===== config.mk =====
export PLATFORM = sky130hd
export DESIGN_NAME = chan_link_arbiter
export DESIGN_NICKNAME = d
export VERILOG_FILES = /design/src/rtl/chan_arb_pkg.sv /design/src/rtl/qos_store.sv /design/src/rtl/fwd_qos_pick.sv /design/src/rtl/rr_pick.sv /design/src/rtl/grant_hold.sv /design/src/rtl/chan_link_arbiter.sv
export SDC_FILE = /design/constraint.sdc
export NUM_CORES = 1
export LEC_CHECK = 0
export ABC_AREA = 1
export BUFFER_PORTS_ARGS = -buffer_cell sky130_fd_sc_hd__clkbuf_2
export CAP_MARGIN = 20
export CORE_MARGIN = 2
export CORE_UTILIZATION = 57
export CTS_CLUSTER_DIAMETER = 100
export DETAILED_ROUTE_END_ITERATION = 10
export HOLD_SLACK_MARGIN = 0.05
export PLACE_DENSITY = 0.92
export SLEW_MARGIN = 10
export SYNTH_ARGS = -nofsm -noshare
export SYNTH_HDL_FRONTEND = slang
export SYNTH_SLANG_ARGS = --single-unit

===== constraint.sdc =====
create_clock -name clk_i -period 5.4 [get_ports clk_i]
set_input_delay 0.27 -clock clk_i [delete_from_list [all_inputs] [get_ports clk_i]]
set_output_delay 0.27 -clock clk_i [all_outputs]
set_load 0.01 [all_outputs]

===== src/rtl/chan_arb_pkg.sv =====
package chan_arb_pkg;
  localparam int N_FWD = 3;
  localparam int CH_W  = 0;
  localparam int CH_AW = 1;
  localparam int CH_AR = 2;
  localparam int RANK_W = 2;
endpackage


===== src/rtl/qos_store.sv =====
module qos_store #(
  parameter int QOS_W = 4,
  parameter int DEPTH = 4
) (
  input  logic             clk_i,
  input  logic             rst_ni,
  input  logic             push_i,
  input  logic [QOS_W-1:0] push_qos_i,
  input  logic             pop_i,
  output logic [QOS_W-1:0] head_o,
  output logic             empty_o,
  output logic             full_o
);
  localparam int PW = (DEPTH > 1) ? $clog2(DEPTH) : 1;
  localparam int CW = $clog2(DEPTH + 1);

  logic [QOS_W-1:0] mem_q [DEPTH];
  logic [PW-1:0]    wr_q, rd_q;
  logic [CW-1:0]    cnt_q;

  assign empty_o = (cnt_q == '0);
  assign full_o  = (cnt_q == CW'(DEPTH));
  assign head_o  = mem_q[rd_q];

  always_ff @(posedge clk_i) begin
    if (push_i && !full_o) mem_q[wr_q] <= push_qos_i;
  end

  always_ff @(posedge clk_i or negedge rst_ni) begin
    if (!rst_ni) begin
      wr_q  <= '0;
      rd_q  <= '0;
      cnt_q <= '0;
    end else begin
      if (push_i && !full_o)
        wr_q <= (wr_q == PW'(DEPTH - 1)) ? '0 : wr_q + 1'b1;
      if (pop_i && !empty_o)
        rd_q <= (rd_q == PW'(DEPTH - 1)) ? '0 : rd_q + 1'b1;
      case ({push_i && !full_o, pop_i && !empty_o})
        2'b10:   cnt_q <= cnt_q + 1'b1;
        2'b01:   cnt_q <= cnt_q - 1'b1;
        default: cnt_q <= cnt_q;
      endcase
    end
  end
endmodule


===== src/rtl/fwd_qos_pick.sv =====
module fwd_qos_pick
  import chan_arb_pkg::*;
#(
  parameter int QOS_W = 4
) (
  input  logic [N_FWD-1:0]            elig_i,
  input  logic [N_FWD-1:0][QOS_W-1:0] qos_i,
  output logic [N_FWD-1:0]            pick_o
);
  localparam int SW = QOS_W + RANK_W;

  logic [SW-1:0] best;
  logic [SW-1:0] score;
  logic          found;

  // lower channel index ranks higher on equal QoS
  always_comb begin
    pick_o = '0;
    best   = '0;
    found  = 1'b0;
    for (int i = 0; i < N_FWD; i++) begin
      score = {qos_i[i], RANK_W'(N_FWD - 1 - i)};
      if (elig_i[i] && (!found || score > best)) begin
        best   = score;
        pick_o = '0;
        pick_o[i] = 1'b1;
        found  = 1'b1;
      end
    end
  end
endmodule


===== src/rtl/rr_pick.sv =====
module rr_pick #(
  parameter int N = 4,
  localparam int PW = (N > 1) ? $clog2(N) : 1
) (
  input  logic [PW-1:0] ptr_i,
  input  logic [N-1:0]  req_i,
  output logic [N-1:0]  pick_o
);
  int   idx;
  logic found;

  always_comb begin
    pick_o = '0;
    found  = 1'b0;
    idx    = 0;
    for (int i = 0; i < N; i++) begin
      idx = int'(ptr_i) + i;
      if (idx >= N) idx = idx - N;
      if (!found && req_i[idx]) begin
        pick_o[idx] = 1'b1;
        found = 1'b1;
      end
    end
  end
endmodule


===== src/rtl/grant_hold.sv =====
module grant_hold #(
  parameter int N = 3
) (
  input  logic         clk_i,
  input  logic         rst_ni,
  input  logic [N-1:0] pick_i,
  input  logic [N-1:0] word_last_i,
  input  logic         link_rdy_i,
  output logic [N-1:0] gnt_o,
  output logic         done_o
);
  logic         lock_q;
  logic [N-1:0] held_q;

  assign gnt_o  = lock_q ? held_q : pick_i;
  assign done_o = link_rdy_i && |(gnt_o & word_last_i);

  // lock until the beat's last word is taken
  always_ff @(posedge clk_i or negedge rst_ni) begin
    if (!rst_ni) begin
      lock_q <= 1'b0;
      held_q <= '0;
    end else begin
      lock_q <= |gnt_o && !done_o;
      held_q <= gnt_o;
    end
  end
endmodule


===== src/rtl/chan_link_arbiter.sv =====
module chan_link_arbiter
  import chan_arb_pkg::*;
#(
  parameter int QOS_W    = 4,
  parameter int WQ_DEPTH = 4,
  parameter int N_REV    = 4
) (
  input  logic             clk_i,
  input  logic             rst_ni,
  input  logic [2:0]       fwd_req_i,
  input  logic [QOS_W-1:0] aw_qos_i,
  input  logic [QOS_W-1:0] ar_qos_i,
  input  logic [2:0]       fwd_word_last_i,
  input  logic             w_burst_last_i,
  input  logic             fwd_link_rdy_i,
  output logic [2:0]       fwd_gnt_o,
  input  logic [N_REV-1:0] rev_req_i,
  input  logic [N_REV-1:0] rev_word_last_i,
  input  logic             rev_link_rdy_i,
  output logic [N_REV-1:0] rev_gnt_o
);
  localparam int PW = (N_REV > 1) ? $clog2(N_REV) : 1;

  // forward direction
  logic [QOS_W-1:0]            st_head;
  logic                        st_empty, st_full;
  logic                        fwd_done;
  logic [N_FWD-1:0]            fwd_elig, fwd_pick;
  logic [N_FWD-1:0][QOS_W-1:0] fwd_qos;

  always_comb begin
    fwd_elig        = fwd_req_i;
    fwd_elig[CH_W]  = fwd_req_i[CH_W] && !st_empty;
    fwd_elig[CH_AW] = fwd_req_i[CH_AW] && !st_full;
    fwd_qos[CH_W]   = st_head;
    fwd_qos[CH_AW]  = aw_qos_i;
    fwd_qos[CH_AR]  = ar_qos_i;
  end

  qos_store #(.QOS_W(QOS_W), .DEPTH(WQ_DEPTH)) u_store (
    .clk_i      (clk_i),
    .rst_ni     (rst_ni),
    .push_i     (fwd_done && fwd_gnt_o[CH_AW]),
    .push_qos_i (aw_qos_i),
    .pop_i      (fwd_done && fwd_gnt_o[CH_W] && w_burst_last_i),
    .head_o     (st_head),
    .empty_o    (st_empty),
    .full_o     (st_full)
  );

  fwd_qos_pick #(.QOS_W(QOS_W)) u_fwd_pick (
    .elig_i (fwd_elig),
    .qos_i  (fwd_qos),
    .pick_o (fwd_pick)
  );

  grant_hold #(.N(N_FWD)) u_fwd_hold (
    .clk_i       (clk_i),
    .rst_ni      (rst_ni),
    .pick_i      (fwd_pick),
    .word_last_i (fwd_word_last_i),
    .link_rdy_i  (fwd_link_rdy_i),
    .gnt_o       (fwd_gnt_o),
    .done_o      (fwd_done)
  );

  // reverse direction
  logic [PW-1:0]    ptr_q, rev_idx;
  logic [N_REV-1:0] rev_pick;
  logic             rev_done;

  rr_pick #(.N(N_REV)) u_rr (
    .ptr_i  (ptr_q),
    .req_i  (rev_req_i),
    .pick_o (rev_pick)
  );

  grant_hold #(.N(N_REV)) u_rev_hold (
    .clk_i       (clk_i),
    .rst_ni      (rst_ni),
    .pick_i      (rev_pick),
    .word_last_i (rev_word_last_i),
    .link_rdy_i  (rev_link_rdy_i),
    .gnt_o       (rev_gnt_o),
    .done_o      (rev_done)
  );

  always_comb begin
    rev_idx = '0;
    for (int i = 0; i < N_REV; i++)
      if (rev_gnt_o[i]) rev_idx = PW'(i);
  end

  always_ff @(posedge clk_i or negedge rst_ni) begin
    if (!rst_ni)
      ptr_q <= '0;
    else if (rev_done)
      ptr_q <= (rev_idx == PW'(N_REV - 1)) ? '0 : rev_idx + 1'b1;
  end
endmodule


# Word-level counts from Yosys, hierarchy flattened
# Memories as Yosys holds them, arrays and structs flattened.
# Cells that the tools add are included.
dict set report word_totals {
  ram_bits 16
  out_inout_bits 7
  mem_count 1
  reg_bits 18
  mem_bits_ro 0
  latch_bits 0
  wordCells 132
}
# name depth width read_ports rd_clocked_by_memory_dff write_ports line
set mem_list {}
lappend mem_list {u_store.mem_q 4 4 1 0 1 qos_store.sv:17} ;# logic [QOS_W-1:0] mem_q [DEPTH];
dict set report op_classes {
  shifts 0
  n_mux 49
  bitwise_logic 5
  add_sub_neg 12
  eq_ne 6
  reduce_logical 37
  div 0
  n_lt_le_gt_ge 14
  mul 0
}
# operator count
set op_table {}
lappend op_table {{$ge A32 B1 Y1 const B} 4}
lappend op_table {{$lt A32 B4 Y1 const B} 4}
lappend op_table {{$mux W32} 4}
lappend op_table {{$ge A32 B4 Y1 const B} 3}
lappend op_table {{$sub A32 B4 Y32 const B} 3}
lappend op_table {{$mux W1} 21}
lappend op_table {{$logic_and A1 B1 Y1} 20}
lappend op_table {{$mux W4} 5}
lappend op_table {{$gt A6 B6 Y1} 2}
lappend op_table {{$mux W6} 2}
lappend op_table {{$or A4 B4 Y4} 3}
lappend op_table {{$mux W2} 5}
lappend op_table {{$logic_not A1 Y1} 9}
lappend op_table {{$mux W3} 3}
lappend op_table {{$bmux W1 S2} 4}
lappend op_table {{$demux W1 S2} 4}
lappend op_table {{$eq A2 B2 Y1 const B} 4}
lappend op_table {{$reduce_or A4 Y1} 2}
lappend op_table {{$add A2 B1 Y2 const B} 3}
lappend op_table {{$add A2 B2 Y3 const B} 2}
lappend op_table {{$pmux W3 S2} 1}
lappend op_table {{$reduce_or A3 Y1} 2}
lappend op_table {{$and A4 B4 Y4} 1}
lappend op_table {{$sub A2 B3 Y4 const B} 1}
lappend op_table {{10 further kinds} 11}

# Longest topological paths before layout
dict set report logic_depth {
  word_depth 21
  mapped_depth 37
  ltp_nobuf 37
}

# Cells and area by module
# From an unflattened synthesis, not the netlist that was laid out.
dict set report unflattened {
  hier_cells 324
  hier_area_um2 2509.9
}
# mod area_per_inst_um2 cells_each n_inst seq_area_each_um2
set by_module_without_submodules {}
lappend by_module_without_submodules {qos_store 1148.6 107 1 655.6}
lappend by_module_without_submodules {rr_pick 421.7 75 1 0.0}
lappend by_module_without_submodules {fwd_qos_pick 297.8 50 1 0.0}
lappend by_module_without_submodules {{grant_hold at u_rev_hold} 291.5 40 1 125.1}
lappend by_module_without_submodules {{grant_hold at u_fwd_hold} 224.0 31 1 100.1}
lappend by_module_without_submodules {chan_link_arbiter 126.4 21 1 50.0}

# Worst setup path after synthesis
# OpenSTA, ideal clock, no wires.
dict set report synth_path {
  kind {register to register}
  from {register u_store.rd_q[0]}
  to {register u_store.cnt_q[2]}
  n_path_buf 0
  required_ps 5269
  setup_time_ps 131
  arrival_time_ps 3854
  path_slack_ps 1415
  stages_incl_launch_ff 31
  path_cell_list {dfrtp_1 inv_1 nor2_1 o22ai_1 nand2_1 ha_1 a211oi_2 nand2_4 nand2_4 nand2_1 o21ai_0 ha_1 nand2_1 nand2_1 nand2_1 nand2_1 nand2_1 nand3_2 a21oi_2 nand3_2 nand2_1 nand2_2 nand3_4 nand3_2 inv_1 ha_1 inv_1 fa_1 a21oi_1 o21ai_0 xor2_1}
}
dict set report synth_via {
  elab_chain_len 19
  word_cells_on_any_way 26
}
# item line
set synth_lines {}
lappend synth_lines {{start, declared} qos_store.sv:18} ;# logic [PW-1:0] wr_q, rd_q;
lappend synth_lines {{start signal, assigned} qos_store.sv:38} ;# rd_q <= (rd_q == PW'(DEPTH - 1)) ? '0 : rd_q + 1'b1;
lappend synth_lines {{$mem_v2 Z4 W4 (*)} -}
lappend synth_lines {{$mux W6 (*)} fwd_qos_pick.sv:23} ;# if (elig_i[i] && (!found || score > best)) begin
lappend synth_lines {{$gt A6 B6 Y1} fwd_qos_pick.sv:23}
lappend synth_lines {{$logic_or A1 B1 Y1} fwd_qos_pick.sv:23}
lappend synth_lines {{$logic_and A1 B1 Y1} fwd_qos_pick.sv:23}
lappend synth_lines {{$mux W6 / $mux W1 (equally long branches)} fwd_qos_pick.sv:23}
lappend synth_lines {{$gt A6 B6 Y1 / $logic_not A1 Y1 (equally long branches)} fwd_qos_pick.sv:23}
lappend synth_lines {{$logic_or A1 B1 Y1} fwd_qos_pick.sv:23}
lappend synth_lines {{[... 3 more ...]} -}
lappend synth_lines {{via fwd_gnt_o[1]} chan_link_arbiter.sv:16} ;# output logic [2:0] fwd_gnt_o,
lappend synth_lines {{$and A3 B3 Y3} grant_hold.sv:16} ;# assign done_o = link_rdy_i && |(gnt_o & word_last_i);
lappend synth_lines {{$reduce_or A3 Y1} grant_hold.sv:16}
lappend synth_lines {{$logic_and A1 B1 Y1} grant_hold.sv:16}
lappend synth_lines {{$logic_and A1 B1 Y1 (2 in a row)} chan_link_arbiter.sv:45} ;# .pop_i (fwd_done && fwd_gnt_o[CH_W] && w_burst_last_i),
lappend synth_lines {{$logic_and A1 B1 Y1} qos_store.sv:39} ;# case ({push_i && !full_o, pop_i && !empty_o})
lappend synth_lines {{$eq A2 B1 Y1 / $eq A2 B2 Y1 (equally long branches)} qos_store.sv:39}
lappend synth_lines {{$pmux W3 S2 / $reduce_bool A2 Y1 (equally long branches)} -}
lappend synth_lines {{end signal, assigned} qos_store.sv:40} ;# 2'b10: cnt_q <= cnt_q + 1'b1;
lappend synth_lines {{end signal, assigned} qos_store.sv:41} ;# 2'b01: cnt_q <= cnt_q - 1'b1;
lappend synth_lines {{end signal, assigned} qos_store.sv:42} ;# default: cnt_q <= cnt_q;
lappend synth_lines {{end, declared} qos_store.sv:19} ;# logic [CW-1:0] cnt_q;
# The timed path passes the listed nets; every way through them passes the cells marked *.
# A chain may end at the register's enable or synchronous reset.

# Final worst setup path
dict set report layout_path {
  from {register u_store.rd_q[0]}
  to {register u_store.cnt_q[2]}
}
dict set report layout_via {
  elab_chain_len 19
  word_cells_on_any_way 26
}
# item line
set layout_lines {}
lappend layout_lines {{$mem_v2 Z4 W4 (*)} -}
lappend layout_lines {{$mux W6 (*)} fwd_qos_pick.sv:23}
lappend layout_lines {{$gt A6 B6 Y1} fwd_qos_pick.sv:23}
lappend layout_lines {{$logic_or A1 B1 Y1} fwd_qos_pick.sv:23}
lappend layout_lines {{$logic_and A1 B1 Y1} fwd_qos_pick.sv:23}
lappend layout_lines {{$mux W6 / $mux W1 (equally long branches)} fwd_qos_pick.sv:23}
lappend layout_lines {{$gt A6 B6 Y1 / $logic_not A1 Y1 (equally long branches)} fwd_qos_pick.sv:23}
lappend layout_lines {{$logic_or A1 B1 Y1} fwd_qos_pick.sv:23}
lappend layout_lines {{[... 2 more ...]} -}
lappend layout_lines {{$mux W3 (*)} grant_hold.sv:15} ;# assign gnt_o = lock_q ? held_q : pick_i;
lappend layout_lines {{$and A3 B3 Y3} grant_hold.sv:16}
lappend layout_lines {{$reduce_or A3 Y1} grant_hold.sv:16}
lappend layout_lines {{$logic_and A1 B1 Y1} grant_hold.sv:16}
lappend layout_lines {{$logic_and A1 B1 Y1 (2 in a row)} chan_link_arbiter.sv:45}
lappend layout_lines {{$logic_and A1 B1 Y1} qos_store.sv:39}
lappend layout_lines {{$eq A2 B1 Y1 / $eq A2 B2 Y1 (equally long branches)} qos_store.sv:39}
lappend layout_lines {{$pmux W3 S2 / $reduce_bool A2 Y1 (equally long branches)} -}
# Mark *: on every way between the ends. The rest lies on a longest branch, timed or not.

==> results.py <==
metrics = {
    "die": {
        "start_util_pct": 58.33,
        "die_area_sq_mm": 0.004559,
        "coreArea_sq_mm": 0.003943,
        "die_w_microns": 67.52,
        "row_count": 23,
        "top_level_ports": 34,
        "die-height_microns": 67.52,
    },
    "sta": {
        "finalSetupViolations": 0,
        "period_minus_slack_ns": 4.560,
        "finClkSkew_ns": 0.006047,
        "relSlewSlack_pct": 71.25,
        "finalSetupTns_ns": 0,
        "finalCritPeriodShare_pct": 84.45,
        "tightestPinTransition_ns": 0.4312,
        "hold_viol": 0,
        "fmax_mhz": 219.3,
        "rsz0062_at_grt": "false",
        "whs_ns": 0.2118,
        "slew_viol_final": 0,
    },
    "hold_path": {
        "hold_path_depth": 2,
        "hold_path_class": "in2reg",
        "min_to": "u_rev_hold.lock_q$_DFF_PN0_",
        "hold_start": "rev_link_rdy_i",
    },
    "grt": {
        "grt_pass1_vias": 1746,
        "track_usage_pct": 21.63,
        "grt_max_degree": 19,
        "grt_antenna_before_repair": 0,
        "grt_pass1_wl_mm": 7.210,
        "grt.overflow.total": 0,
    },
    "clocking": {
        "clk_latency_ns": 0.29,
        "clock-sinks": 34,
        "cts_tree": "built",
        "path_clk_slew_ns": 0.07,
        "cts_setup_buffers": 0,
        "hold_buffers": 1,
        "cts_made_buffers": 5,
        "cts_buffer_depth": 2,
        "postCtsResizedCells": 0,
        "htreeDepth": 2,
        "root_buffer": "clkbuf_8",
    },
    "logic_synthesis": {
        "ys_warn_count": 0,
        "synth_top_family_by_area": "simple AND/OR/NAND/NOR gates",
        "synth_area_sq_mm": 0.002300,
        "synth_area_leaders": "edfxtp_1 (21%), dfrtp_1 (20%), nand2_1 (11%)",
        "ys.flop_type": "dfrtp_1",
        "seq_area_frac_synth_pct": 40.48,
        "yosys_register_bits": 34,
        "synth_fa_ha_area_share_pct": 11.21,
        "yosysTopAreaCellShare_pct": 20.89,
        "synth_fp_nets": 320,
        "yosys.area.top_type": "edfxtp_1",
        "syn-instance-count": 273,
        "synth-simple-area-share_pct": 31.18,
        "synthMuxAreaShare_pct": 0,
        "synth_compound_area_share_pct": 8.705,
        "yosys.cell_types.count": 32,
        "yosysMostFrequentCell": "nand2_1",
        "synthXorXnorAreaFrac_pct": 0.7617,
        "async_flop_share_pct": 52.94,
        "syn_avg_cell_area_sq_um": 8.424,
        "synth_common_cells": "nand2_1 (66), inv_1 (35), nand3_1 (20)",
        "synth_edf_count": 16,
    },
    "drt": {
        "drcViolationCount": 0,
        "detail-route-antenna-nets": 0,
        "wire_per_inst_microns": 12.20,
        "route.vias.total": 1892,
        "drt-pass1-iter-count": 4,
        "drt_wl_total_mm": 4.427,
        "via_per_inst": 5.212,
        "drtIter0Drc": 70,
    },
    "placed_design": {
        "gp_congestion": 0.8647,
        "place_area_sq_mm": 0.002509,
        "io_buffers": 33,
        "dpl.hpwl_mm": 3.507,
    },
    "worst_setup_path": {
        "cp-end-kind": "register",
        "rr_worst_depth": 30,
        "cpMostUsedCell": "nand2_1",
        "r2r_end": "u_store.cnt_q[2]$_DFFE_PN0P_",
        "critPathSlowestCell": "dfrtp_1",
        "cp_max_fo": 12,
        "rrSetupSlack_ns": 0.84,
        "worstPathRequired_ns": 5.56,
        "path_class": "reg2reg",
        "cpPeakStageDelay_ns": 0.55,
        "cp.arrival_ns": 4.72,
        "rr_startpoint": "u_store.rd_q[0]$_DFFE_PN0P_",
        "startpoint_type": "register",
    },
    "pwr": {
        "p_leak_uw": 0.001283,
        "power_density_mw_per_mm2": 502.0,
        "ir_worst_vdd_v": 0.0003013,
    },
    "finish": {
        "syn_to_final_growth_pct": 13.22,
        "final_nets": 359,
        "fill_cells": 329,
        "diodes": 0,
        "utilization_pct": 66.04,
        "drive_above_1_share_pct": 26.84,
        "design_area_sq_mm": 0.002604,
    },
    "run": {
        "maxCapViolCount": 0,
    },
    "run_status": {
        "status": "finished, final reports clean",
    },
}
[placed cells by master (no fill, tap or decap), types with 2 or more instances in the layout]
cell type and n:
a21oi_1 6, a21oi_2 2, clkbuf_2 33, clkbuf_8 5
dfrtp_1 18, edfxtp_1 16, ha_1 19, inv_1 35
inv_2 7, nand2_1 66, nand2_2 9, nand2_4 5
nand3_1 20, nand3_2 5, nand3_4 2, nand4_1 4
nor2_1 18, nor2_2 4, o21ai_0 13, o21ai_1 5
o21ai_2 2, o22ai_1 2, or2_2 4
[final cells by class]
cell class	count	area (sq um)	area share, %
Sequential cell	34	930.9	35.75
Clock inverter	3	16.27	0.6247
Tap cell	50	62.56	2.403
Multi-Input combinational cell	195	1192	45.80
Timing Repair Buffer	34	175.2	6.728
Clock buffer	5	68.82	2.643
Inverter	42	157.7	6.055
[metal layers]
layer	part of all wire [%]	global-route usage [%]	vias up
met4	1.4	6.888	0
li1	-	-	960
met2	52	39.09	49
met1	42	24.35	875
met3	5.3	6.167	8
met5	0	0	-
[kinds of logic (layout without fill, tap and decap cells)]
kind of cell    after synthesis  after routing
simple gates                140            140
buf+inv                      44             84
flops                        34             34
compound gates               33             33
fa+ha+maj                    20             20
xor+xnor                      2              2
[critical path, delay by kind of cell, from the launching register on]
family                     cells  cell delay [ns]
AOI/OAI and AO/OA              7             1.09
DFF                            1             0.55
buffers and inverters          3             0.35
adders and majority gates      4             1.03
xor gates and xnor gates       1             0.16
and+or+nand+nor               15             1.25
[how the worst max path moves through the flow]
stage	cells past startpoint	endpoint	slack (ns)	startpoint
after floorplan	30	u_store.cnt_q[2]$_DFFE_PN0P_	1.42	u_store.rd_q[0]$_DFFE_PN0P_
after global routing	30	u_store.cnt_q[2]$_DFFE_PN0P_	0.31	u_store.rd_q[0]$_DFFE_PN0P_
after CTS	30	u_store.cnt_q[2]$_DFFE_PN0P_	0.83	u_store.rd_q[0]$_DFFE_PN0P_
after detailed placement	30	u_store.cnt_q[2]$_DFFE_PN0P_	0.86	u_store.rd_q[0]$_DFFE_PN0P_
final	30	u_store.cnt_q[2]$_DFFE_PN0P_	0.84	u_store.rd_q[0]$_DFFE_PN0P_
after global placement	30	u_store.cnt_q[2]$_DFFE_PN0P_	1.14	u_store.rd_q[0]$_DFFE_PN0P_
[power by group]
part	internal (uW)	switching (uW)
logic	263	465
registers	338	63.6
clock network	88.0	89.4
[sequential cells by signal, summed over array words and instances, names as in the netlist]
register           cells
u_store.mem_q         16
u_rev_hold.held_q      4
u_fwd_hold.held_q      3
u_store.cnt_q          3
ptr_q                  2
u_store.rd_q           2
u_store.wr_q           2
u_fwd_hold.lock_q      1
u_rev_hold.lock_q      1
[per-stage QoR]
step | setup WS [ns] | total power, uW | instances
after floorplan | 1.415 | 966.1 | 273
after global placement | 1.135 | 1100 | 354
after detailed placement | 0.8618 | 1132 | 354
after CTS | 0.8330 | 1314 | 363
after global routing | 0.3133 | 1432 | 363
final | 0.8395 | 1307 | 363
Power figures use the tool's default switching activity.
